--- config.mk ---
export PLATFORM = sky130hd
export DESIGN_NAME = rtc_core
export DESIGN_NICKNAME = d
export VERILOG_FILES = /design/src/rtl/rtc_pkg.sv /design/src/rtl/rtc_bcd_step.sv /design/src/rtl/rtc_hour_step.sv /design/src/rtl/rtc_month_len.sv /design/src/rtl/rtc_core.sv
export SDC_FILE = /design/constraint.sdc
export NUM_CORES = 1
export LEC_CHECK = 0
export BUFFER_PORTS_ARGS = -buffer_cell sky130_fd_sc_hd__buf_2
export CAP_MARGIN = 20
export CORE_UTILIZATION = 35
export CTS_BUF_LIST = sky130_fd_sc_hd__clkbuf_2
export DETAILED_ROUTE_END_ITERATION = 12
export PLACE_DENSITY_LB_ADDON = 0.1
export REMOVE_ABC_BUFFERS = 1
export SLEW_MARGIN = 20
export SYNTH_ARGS = -nofsm -noshare
export SYNTH_HDL_FRONTEND = slang
export SYNTH_SLANG_ARGS = --single-unit
--- constraint.sdc ---
create_clock -name clk_i -period 4.7 [get_ports clk_i]
set_clock_uncertainty 0.1 [all_clocks]
set_input_delay 0.705 -clock clk_i [delete_from_list [all_inputs] [get_ports clk_i]]
set_output_delay 0.705 -clock clk_i [all_outputs]
set_load 0.03 [all_outputs]
--- src/rtl/rtc_pkg.sv ---
package rtc_pkg;
  localparam int NFIELD  = 8;
  localparam int F_HUND  = 0;
  localparam int F_SEC   = 1;
  localparam int F_MIN   = 2;
  localparam int F_HOUR  = 3;
  localparam int F_DOW   = 4;
  localparam int F_DATE  = 5;
  localparam int F_MONTH = 6;
  localparam int F_YEAR  = 7;

  function automatic logic [7:0] field_min(int i);
    case (i)
      F_DOW, F_DATE, F_MONTH: return 8'h01;
      default:                return 8'h00;
    endcase
  endfunction

  function automatic logic [7:0] field_max(int i);
    case (i)
      F_HUND, F_YEAR: return 8'h99;
      F_SEC, F_MIN:   return 8'h59;
      F_HOUR:         return 8'h23;
      F_DOW:          return 8'h07;
      F_MONTH:        return 8'h12;
      default:        return 8'h31;
    endcase
  endfunction

  // date is fed by the hour carry, skipping day of week
  function automatic int carry_src(int i);
    return (i == F_DATE) ? F_HOUR : i - 1;
  endfunction

  function automatic logic [7:0] bcd_inc(logic [7:0] v);
    return (v[3:0] == 4'h9) ? {v[7:4] + 4'h1, 4'h0} : v + 8'h01;
  endfunction

  function automatic logic bcd_ok(logic [7:0] v);
    return (v[3:0] <= 4'h9) && (v[7:4] <= 4'h9);
  endfunction
endpackage

--- src/rtl/rtc_bcd_step.sv ---
module rtc_bcd_step
  import rtc_pkg::*;
(
  input  logic       en_i,
  input  logic       inc_i,
  input  logic [7:0] val_i,
  input  logic [7:0] min_i,
  input  logic [7:0] max_i,
  output logic [7:0] nxt_o,
  output logic       cy_o
);
  logic valid;
  assign valid = bcd_ok(val_i) && (val_i >= min_i) && (val_i <= max_i);

  always_comb begin
    nxt_o = val_i;
    cy_o  = 1'b0;
    if (en_i) begin
      if (!valid) begin
        nxt_o = min_i;
      end else if (inc_i) begin
        if (val_i == max_i) begin
          nxt_o = min_i;
          cy_o  = 1'b1;
        end else begin
          nxt_o = bcd_inc(val_i);
        end
      end
    end
  end
endmodule

--- src/rtl/rtc_hour_step.sv ---
module rtc_hour_step
  import rtc_pkg::*;
(
  input  logic       en_i,
  input  logic       inc_i,
  input  logic [7:0] val_i,
  output logic [7:0] nxt_o,
  output logic       cy_o
);
  logic       mode12, pm;
  logic [4:0] h12;
  logic [5:0] h24;
  logic       ok12, ok24;
  logic [7:0] inc12, inc24;

  assign mode12 = val_i[7];
  assign pm     = val_i[5];
  assign h12    = val_i[4:0];
  assign h24    = val_i[5:0];
  assign ok12   = bcd_ok({3'b000, h12}) && (h12 != 5'h00) && (h12 <= 5'h12);
  assign ok24   = !val_i[6] && bcd_ok({2'b00, h24}) && (h24 <= 6'h23);
  assign inc12  = bcd_inc({3'b000, h12});
  assign inc24  = bcd_inc({2'b00, h24});

  always_comb begin
    nxt_o = val_i;
    cy_o  = 1'b0;
    if (en_i) begin
      if (mode12) begin
        if (!ok12) begin
          nxt_o = {1'b1, 1'b0, pm, 5'h01};
        end else if (inc_i) begin
          if (h12 == 5'h12) begin
            nxt_o = {1'b1, 1'b0, pm, 5'h01};
          end else if (h12 == 5'h11) begin
            nxt_o = {1'b1, 1'b0, ~pm, 5'h12};
            cy_o  = pm;
          end else begin
            nxt_o = {1'b1, 1'b0, pm, inc12[4:0]};
          end
        end
      end else begin
        if (!ok24) begin
          nxt_o = 8'h00;
        end else if (inc_i) begin
          if (h24 == 6'h23) begin
            nxt_o = 8'h00;
            cy_o  = 1'b1;
          end else begin
            nxt_o = {2'b00, inc24[5:0]};
          end
        end
      end
    end
  end
endmodule

--- src/rtl/rtc_month_len.sv ---
module rtc_month_len (
  input  logic [7:0] month_i,
  input  logic [7:0] year_i,
  output logic [7:0] last_o
);
  logic [1:0] ymod4;
  logic       leap;

  // (10*t + u) mod 4 == (2*t + u) mod 4
  assign ymod4 = {year_i[4], 1'b0} + year_i[1:0];
  assign leap  = (ymod4 == 2'd0);

  always_comb begin
    case (month_i)
      8'h02:                      last_o = leap ? 8'h29 : 8'h28;
      8'h04, 8'h06, 8'h09, 8'h11: last_o = 8'h30;
      default:                    last_o = 8'h31;
    endcase
  end
endmodule

--- src/rtl/rtc_core.sv ---
module rtc_core
  import rtc_pkg::*;
#(
  parameter int ADDR_W = 6
) (
  input  logic              clk_i,
  input  logic              rst_ni,
  input  logic              tick_i,
  input  logic              pwr_fail_i,
  input  logic              ce_ni,
  input  logic              we_ni,
  input  logic              oe_ni,
  input  logic [ADDR_W-1:0] addr_i,
  input  logic [7:0]        data_i,
  output logic [7:0]        data_o,
  output logic              data_oe_o
);
  localparam int                FIELD_AW = $clog2(NFIELD);
  localparam logic [ADDR_W-1:0] NF_A     = ADDR_W'(NFIELD);

  logic [7:0]        t_q      [NFIELD];
  logic [7:0]        snap_q   [NFIELD];
  logic [7:0]        nxt_tick [NFIELD];
  logic [NFIELD-1:0] inc, cy;
  logic [7:0]        last_day;
  logic              ce_q;
  logic              in_map, wr_en;
  logic [FIELD_AW-1:0] idx;
  logic [8*NFIELD-1:0] time_flat;
  logic [7:0]        hund;
  logic              unused_cy;

  assign in_map = (addr_i < NF_A);
  assign idx    = addr_i[FIELD_AW-1:0];
  assign wr_en  = !ce_ni && !we_ni && !pwr_fail_i && in_map;
  assign unused_cy = cy[F_YEAR] ^ cy[F_DOW];
  assign hund   = t_q[F_HUND];

  rtc_month_len u_mlen (
    .month_i (t_q[F_MONTH]),
    .year_i  (t_q[F_YEAR]),
    .last_o  (last_day)
  );

  for (genvar i = 0; i < NFIELD; i++) begin : g_fld
    if (i == 0) begin : g_src
      assign inc[i] = tick_i;
    end else begin : g_src
      localparam int SRC = carry_src(i);
      assign inc[i] = cy[SRC];
    end

    if (i == F_HOUR) begin : g_step
      rtc_hour_step u_step (
        .en_i  (tick_i),
        .inc_i (inc[i]),
        .val_i (t_q[i]),
        .nxt_o (nxt_tick[i]),
        .cy_o  (cy[i])
      );
    end else begin : g_step
      rtc_bcd_step u_step (
        .en_i  (tick_i),
        .inc_i (inc[i]),
        .val_i (t_q[i]),
        .min_i (field_min(i)),
        .max_i ((i == F_DATE) ? last_day : field_max(i)),
        .nxt_o (nxt_tick[i]),
        .cy_o  (cy[i])
      );
    end

    assign time_flat[8*i +: 8] = t_q[i];
  end

  always_ff @(posedge clk_i or negedge rst_ni) begin
    if (!rst_ni) begin
      for (int i = 0; i < NFIELD; i++) t_q[i] <= field_min(i);
    end else begin
      for (int i = 0; i < NFIELD; i++) t_q[i] <= nxt_tick[i];
      if (wr_en) begin
        t_q[idx] <= data_i;
        if (idx == FIELD_AW'(F_SEC)) t_q[F_HUND] <= 8'h00;
      end
    end
  end

  // coherent read copy taken on chip-enable fall
  always_ff @(posedge clk_i or negedge rst_ni) begin
    if (!rst_ni) begin
      ce_q <= 1'b1;
      for (int i = 0; i < NFIELD; i++) snap_q[i] <= 8'h00;
    end else begin
      ce_q <= ce_ni;
      if (!ce_ni && ce_q) begin
        for (int i = 0; i < NFIELD; i++) snap_q[i] <= t_q[i];
      end
    end
  end

  assign data_oe_o = !ce_ni && !ce_q && we_ni && !oe_ni;
  assign data_o    = (data_oe_o && in_map) ? snap_q[idx] : 8'h00;
endmodule

== Yosys cells after proc, flatten, opt, wreduce, memory -nomap -nowiden ==
Index checks and enable logic that the tools add are counted.

* Input bits: 21
* Bits in registers: 129

* Bitwise operators: 2
* Reduce and logical (&&, ||, !) cells: 44
* Muxes and demuxes: 84
* Order comparisons: 35
* Equal/unequal tests: 24
* Add/subtract/negate cells: 19

{| class="wikitable"
|+ Operator list
! kind !! number
|-
| 8-bit 2-to-1 mux || 46
|-
| 64-bit bitwise mux || 1
|-
| 64-bit 2-to-1 mux || 1
|-
| 4-bit <= comparator (second input constant) || 15
|-
| 8-bit by 1-bit adder with 8-bit output (second input constant) || 7
|-
| 8-bit by 1-bit greater-or-equal comparator with 1-bit output (second input constant) || 7
|-
| 1-bit logical AND || 35
|-
| 4-bit == test (second input constant) || 8
|-
| 1-bit 2-to-1 mux || 29
|-
| 4-bit by 1-bit adder with 4-bit output (second input constant) || 7
|-
| 8-bit binary-select mux with 3-bit select || 1
|-
| 8-bit demux with 3-bit select || 1
|-
| 8-bit by 3-bit == test with 1-bit output (second input constant) || 3
|-
| 6-bit 2-to-1 mux || 3
|-
| 8-bit by 5-bit == test with 1-bit output (second input constant) || 2
|-
| 8-bit by 7-bit == test with 1-bit output (second input constant) || 2
|-
| 8-bit == test (second input constant) || 2
|-
| 8-bit by 7-bit <= comparator with 1-bit output (second input constant) || 2
|-
| 8-bit <= comparator (second input constant) || 2
|-
| 8-bit case mux with 2 select lines || 1
|-
| 5-bit == test (second input constant) || 2
|-
| 8-bit by 2-bit == test with 1-bit output (second input constant) || 1
|-
| 8-bit by 4-bit == test with 1-bit output (second input constant) || 1
|-
| 8-bit == test || 1
|-
| 23 further kinds || 28
|}

== Longest topological paths before layout ==
* Depth after elaboration: 28
* Mapped depth: 12
* Gate-level depth less buffers: 12

== By module ==
From an unflattened synthesis, not the netlist that was laid out.

* Cells, all modules: 1477
* Area total of the unflattened synthesis: 13914.6 um^2

{| class="wikitable"
|+ Modules (own cells, without submodules)
! module !! times used !! cells each !! seq. area each (um^2) !! area each (um^2)
|-
| rtc_bcd_step || 7 || 144 || 0.0 || 1092.3
|-
| rtc_core || 1 || 362 || 3233.1 || 5606.6
|-
| rtc_hour_step || 1 || 89 || 0.0 || 530.5
|-
| rtc_month_len || 1 || 18 || 0.0 || 131.4
|}

== Worst setup path before layout ==
No wires, ideal clock.

* Kind: input to output
* From: in ce_ni
* To: out data_o[5]
* Data required time: 3.895 ns
* Arrival time: 3.796 ns
* Stages: 3
* Path buffers: 0
* Slack: 0.099 ns
* Path through: nor4b_1 nand2_1 a2111oi_0

* Word-level cells in the longest chain between the ends: 6

{| class="wikitable"
|+ Ends and longest elaborated chain
! item !! RTL line !! RTL
|-
| start: declaration || rtc_core.sv:10 || <nowiki>input logic ce_ni,</nowiki>
|-
| 1-bit zero test || rtc_core.sv:101 || <nowiki>assign data_oe_o = !ce_ni && !ce_q && we_ni && !oe_ni;</nowiki>
|-
| 1-bit logical AND (3 in series) || rtc_core.sv:101 ||
|-
| 1-bit logical AND || rtc_core.sv:102 || <nowiki>assign data_o = (data_oe_o && in_map) ? snap_q[idx] : 8'h00;</nowiki>
|-
| 8-bit 2-to-1 mux || rtc_core.sv:102 ||
|-
| end: declaration || rtc_core.sv:15 || <nowiki>output logic [7:0] data_o,</nowiki>
|}

Every way passes these cells.

== Worst setup path after layout ==
Ends and elaborated chain as after synthesis.

==> results.sh <==
export IMPL_ys_warn_count=0
export IMPL_cp_data_required_time_ns=3.89
export IMPL_hold_viol_final=0
export IMPL_power_density_nw_per_um2=352.5
export IMPL_port_buffers=29
export IMPL_cp_startpoint="ce_ni"
export IMPL_syn_area_um2=8549
export IMPL_r2r_cells=12
export IMPL_drt_iter0_markers=592
export IMPL_ant_nets=0
export IMPL_tightest_slew_ns=0.9250
export IMPL_dr_pass1_iters=5
export IMPL_min_path_type="in -> reg"
export IMPL_fin_nets=1008
export IMPL_antenna_found_initial=1
export IMPL_synth_edf_count=0
export IMPL_grt_pass1_wl_mm=43.93
export IMPL_synthAdderAreaFrac=0.04244
export IMPL_path_max_fanout=8
export IMPL_yosys_area_share_simple=0.2006
export IMPL_cts_sinks=129
export IMPL_area_delta_synth_final_pct=8.400
export IMPL_crit_path_end_kind="output port"
export IMPL_avgSynthCellArea_um2=8.878
export IMPL_setup_tns_ns=0
export IMPL_drc=0
export IMPL_via_per_inst=5.767
export IMPL_yosysUniqueCellTypes=80
export IMPL_die_area_um2=25060
export IMPL_p_leak_uw=0.003938
export IMPL_hold_start="data_i[7]"
export IMPL_core_region_area_um2=23680
export IMPL_grt_usage=0.2394
export IMPL_synth_xor_area_frac=0.01639
export IMPL_rows=56
export IMPL_finalSetupViolCount=0
export IMPL_clock_latency_ns=0.74
export IMPL_pwr_share_seq=0.479
export IMPL_min_period_ns=3.996
export IMPL_swShare=0.3758
export IMPL_chipWidth_um=158.3
export IMPL_crit_arrival_ns=3.19
export IMPL_vdd_ir_drop_max_uv=172.4
export IMPL_seq_area_frac_synth=0.3782
export IMPL_crit_type="in -> out"
export IMPL_status="completed"
export IMPL_async_flop_share=1.000
export IMPL_drive_above_1_share=0.1792
export IMPL_synth_flop_cell="dfrtp_1"
export IMPL_clock_root_buffer="clkbuf_2"
export IMPL_grt_max_degree=66
export IMPL_holdPathStages=3
export IMPL_timing_slew_headroom=0.3811
export IMPL_final_cell_mix="125 x dfrtp_1, 100 x nand2_1, 67 x nor2_1"
export IMPL_hpwl_mm=20.12
export IMPL_cts_made_buffers=17
export IMPL_cts_tree="done"
export IMPL_p_switching_uw=1228
export IMPL_fin_crit_sh=0.8502
export IMPL_r2r_start="t_q[13]"
export IMPL_wirelength_mm=28.90
export IMPL_synth_compound_area_frac=0.1998
export IMPL_synth_top_family_by_area="simple AND/OR/NAND/NOR gates"
export IMPL_pwr_share_comb=0.273
export IMPL_drv_cap=0
export IMPL_synth_area_mux_share=0.1098
export IMPL_cp_start_kind="primary input"
export IMPL_die_h_um=158.3
export IMPL_clk_path_buf_depth=2
export IMPL_wire_per_inst_um=22.37
export IMPL_slew_violations=0
export IMPL_grt_pass1_vias=6831
export IMPL_final_common_cell="dfrtp_1"
export IMPL_placed_cells=1256
export IMPL_start_util=0.3610
export IMPL_synth_seq_cells=129
export IMPL_grt_setup_unrepaired="no"
export IMPL_clk_pin_slew_ns=0.24
export IMPL_pwr_share_clk=0.249
export IMPL_io_pins=30
export IMPL_synthCells=963
export IMPL_htree_levels=4
export IMPL_stdcell_count=1292
export IMPL_cts_resized=0
export IMPL_p_int_uw=2039
export IMPL_overflow=0
export IMPL_fmax_mhz=250.3
export IMPL_gp_congestion=0.8655
export IMPL_routed_via_count=7451
## sequential cells by signal, summed over array words and instances, names as in the netlist
register	cells
t_q	56
hund	8
ce_q	1
snap_q	64
## synthesized netlist by cell type, types with 4 or more instances
cell type	instances	area (um2)
o21a_1	6	45.04
or2_2	7	43.79
nor4_1	8	50.05
nand3b_1	4	30.03
dfrtp_1	125	3128
nand2_1	100	375.4
nor3_1	33	165.2
inv_1	41	153.9
a221oi_1	7	61.31
a22oi_1	5	37.54
a22o_1	6	52.55
clkbuf_1	57	214.0
buf_2	4	20.02
mux2i_1	15	150.1
o22ai_1	12	75.07
a31oi_1	16	100.1
a211oi_1	11	82.58
a21oi_1	53	265.3
dfstp_2	4	105.1
mux2_2	66	743.2
or3_1	9	56.30
nor2_1	67	251.5
buf_1	11	41.29
and2_1	5	31.28
nor2b_1	7	43.79
nor4b_1	4	35.03
o21ai_0	55	275.3
o221ai_1	7	61.31
nor3b_1	6	45.04
nand3_1	36	180.2
a32o_1	5	50.05
ha_1	29	362.9
a21o_1	5	37.54
and3_1	4	25.02
or4_1	4	30.03
a221o_1	5	50.05
o31ai_1	19	142.6
nand4_1	15	93.84
xnor2_1	11	96.34
o211ai_1	6	45.04
xor2_1	5	43.79
nand2b_1	10	62.56
## power by group through the flow
stage | combinational (uW) | sequential [uW] | clock [uW]
after global routing | 999 | 1590 | 881
after global placement | 886 | 1580 | 0
after detailed placement | 886 | 1580 | 0
final | 891 | 1560 | 812
after floorplan | 633 | 1480 | 0
after CTS | 892 | 1560 | 842
## kinds of logic after synthesis
logic type / count (synthesis)
AOI/OAI and AO/OA: 253
DFF: 129
buffers and inverters: 115
xor gates and xnor gates: 16
and+or+nand+nor: 338
adders and majority gates: 29
muxes: 83
## path summary, 6_finish.rpt
path	end	slack, ns
max	data_o[5]	0.70
min	t_q[39]	0.22
min reg2reg	snap_q[15]	0.43
min in group asynchronous	t_q[36]	0.36
max in group asynchronous	snap_q[8]	3.06
max reg2reg	t_q[20]	1.14
## layout make-up
class | instances | area (um2)
diodes | 2 | 5.005
clock buffers | 17 | 85.08
clock inverters | 15 | 192.7
fillers | 2458 | 14420
inverters | 41 | 153.9
multi-input cells | 719 | 4885
flip-flops and latches | 129 | 3233
well taps | 319 | 399.1
repair buffers | 50 | 314.1
## what timing repair did
item	in CTS	in global routing
hold buffers	2	0
hold endpoints to repair	61	0
buffers inserted	0	0
## metal layers
metal,global-route usage,up-vias,share of wire
met5,0,-,0
met4,0.05586,0,0.018
met3,0.04518,31,0.048
met2,0.3766,191,0.46
met1,0.3376,3683,0.48
li1,-,3546,-
## per-stage QoR
stage	hold WS [ns]	util	power, uW	cell area (um2)	worst slack (ns)
5_1_grt	0.1923	0.3913	3475	9268	0.5010
2_1_floorplan	0.3094	-	2118	8252	0.09935
3_3_place_gp	0.3871	0.3785	2468	8965	1.109
6_report	0.2197	0.3913	3267	9268	0.7041
4_1_cts	0.1738	0.3911	3292	9263	0.5614
3_5_place_dp	0.3953	0.3785	2466	8965	1.113
## worst max-delay path, cell delays in order
cell and delay (ns):
dlygate4sd3_1 0.53, buf_2 0.16, nor4b_1 0.55, nand2_1 0.36, a2111oi_0 0.58, buf_2 0.31
Power figures use the tool's default switching activity.
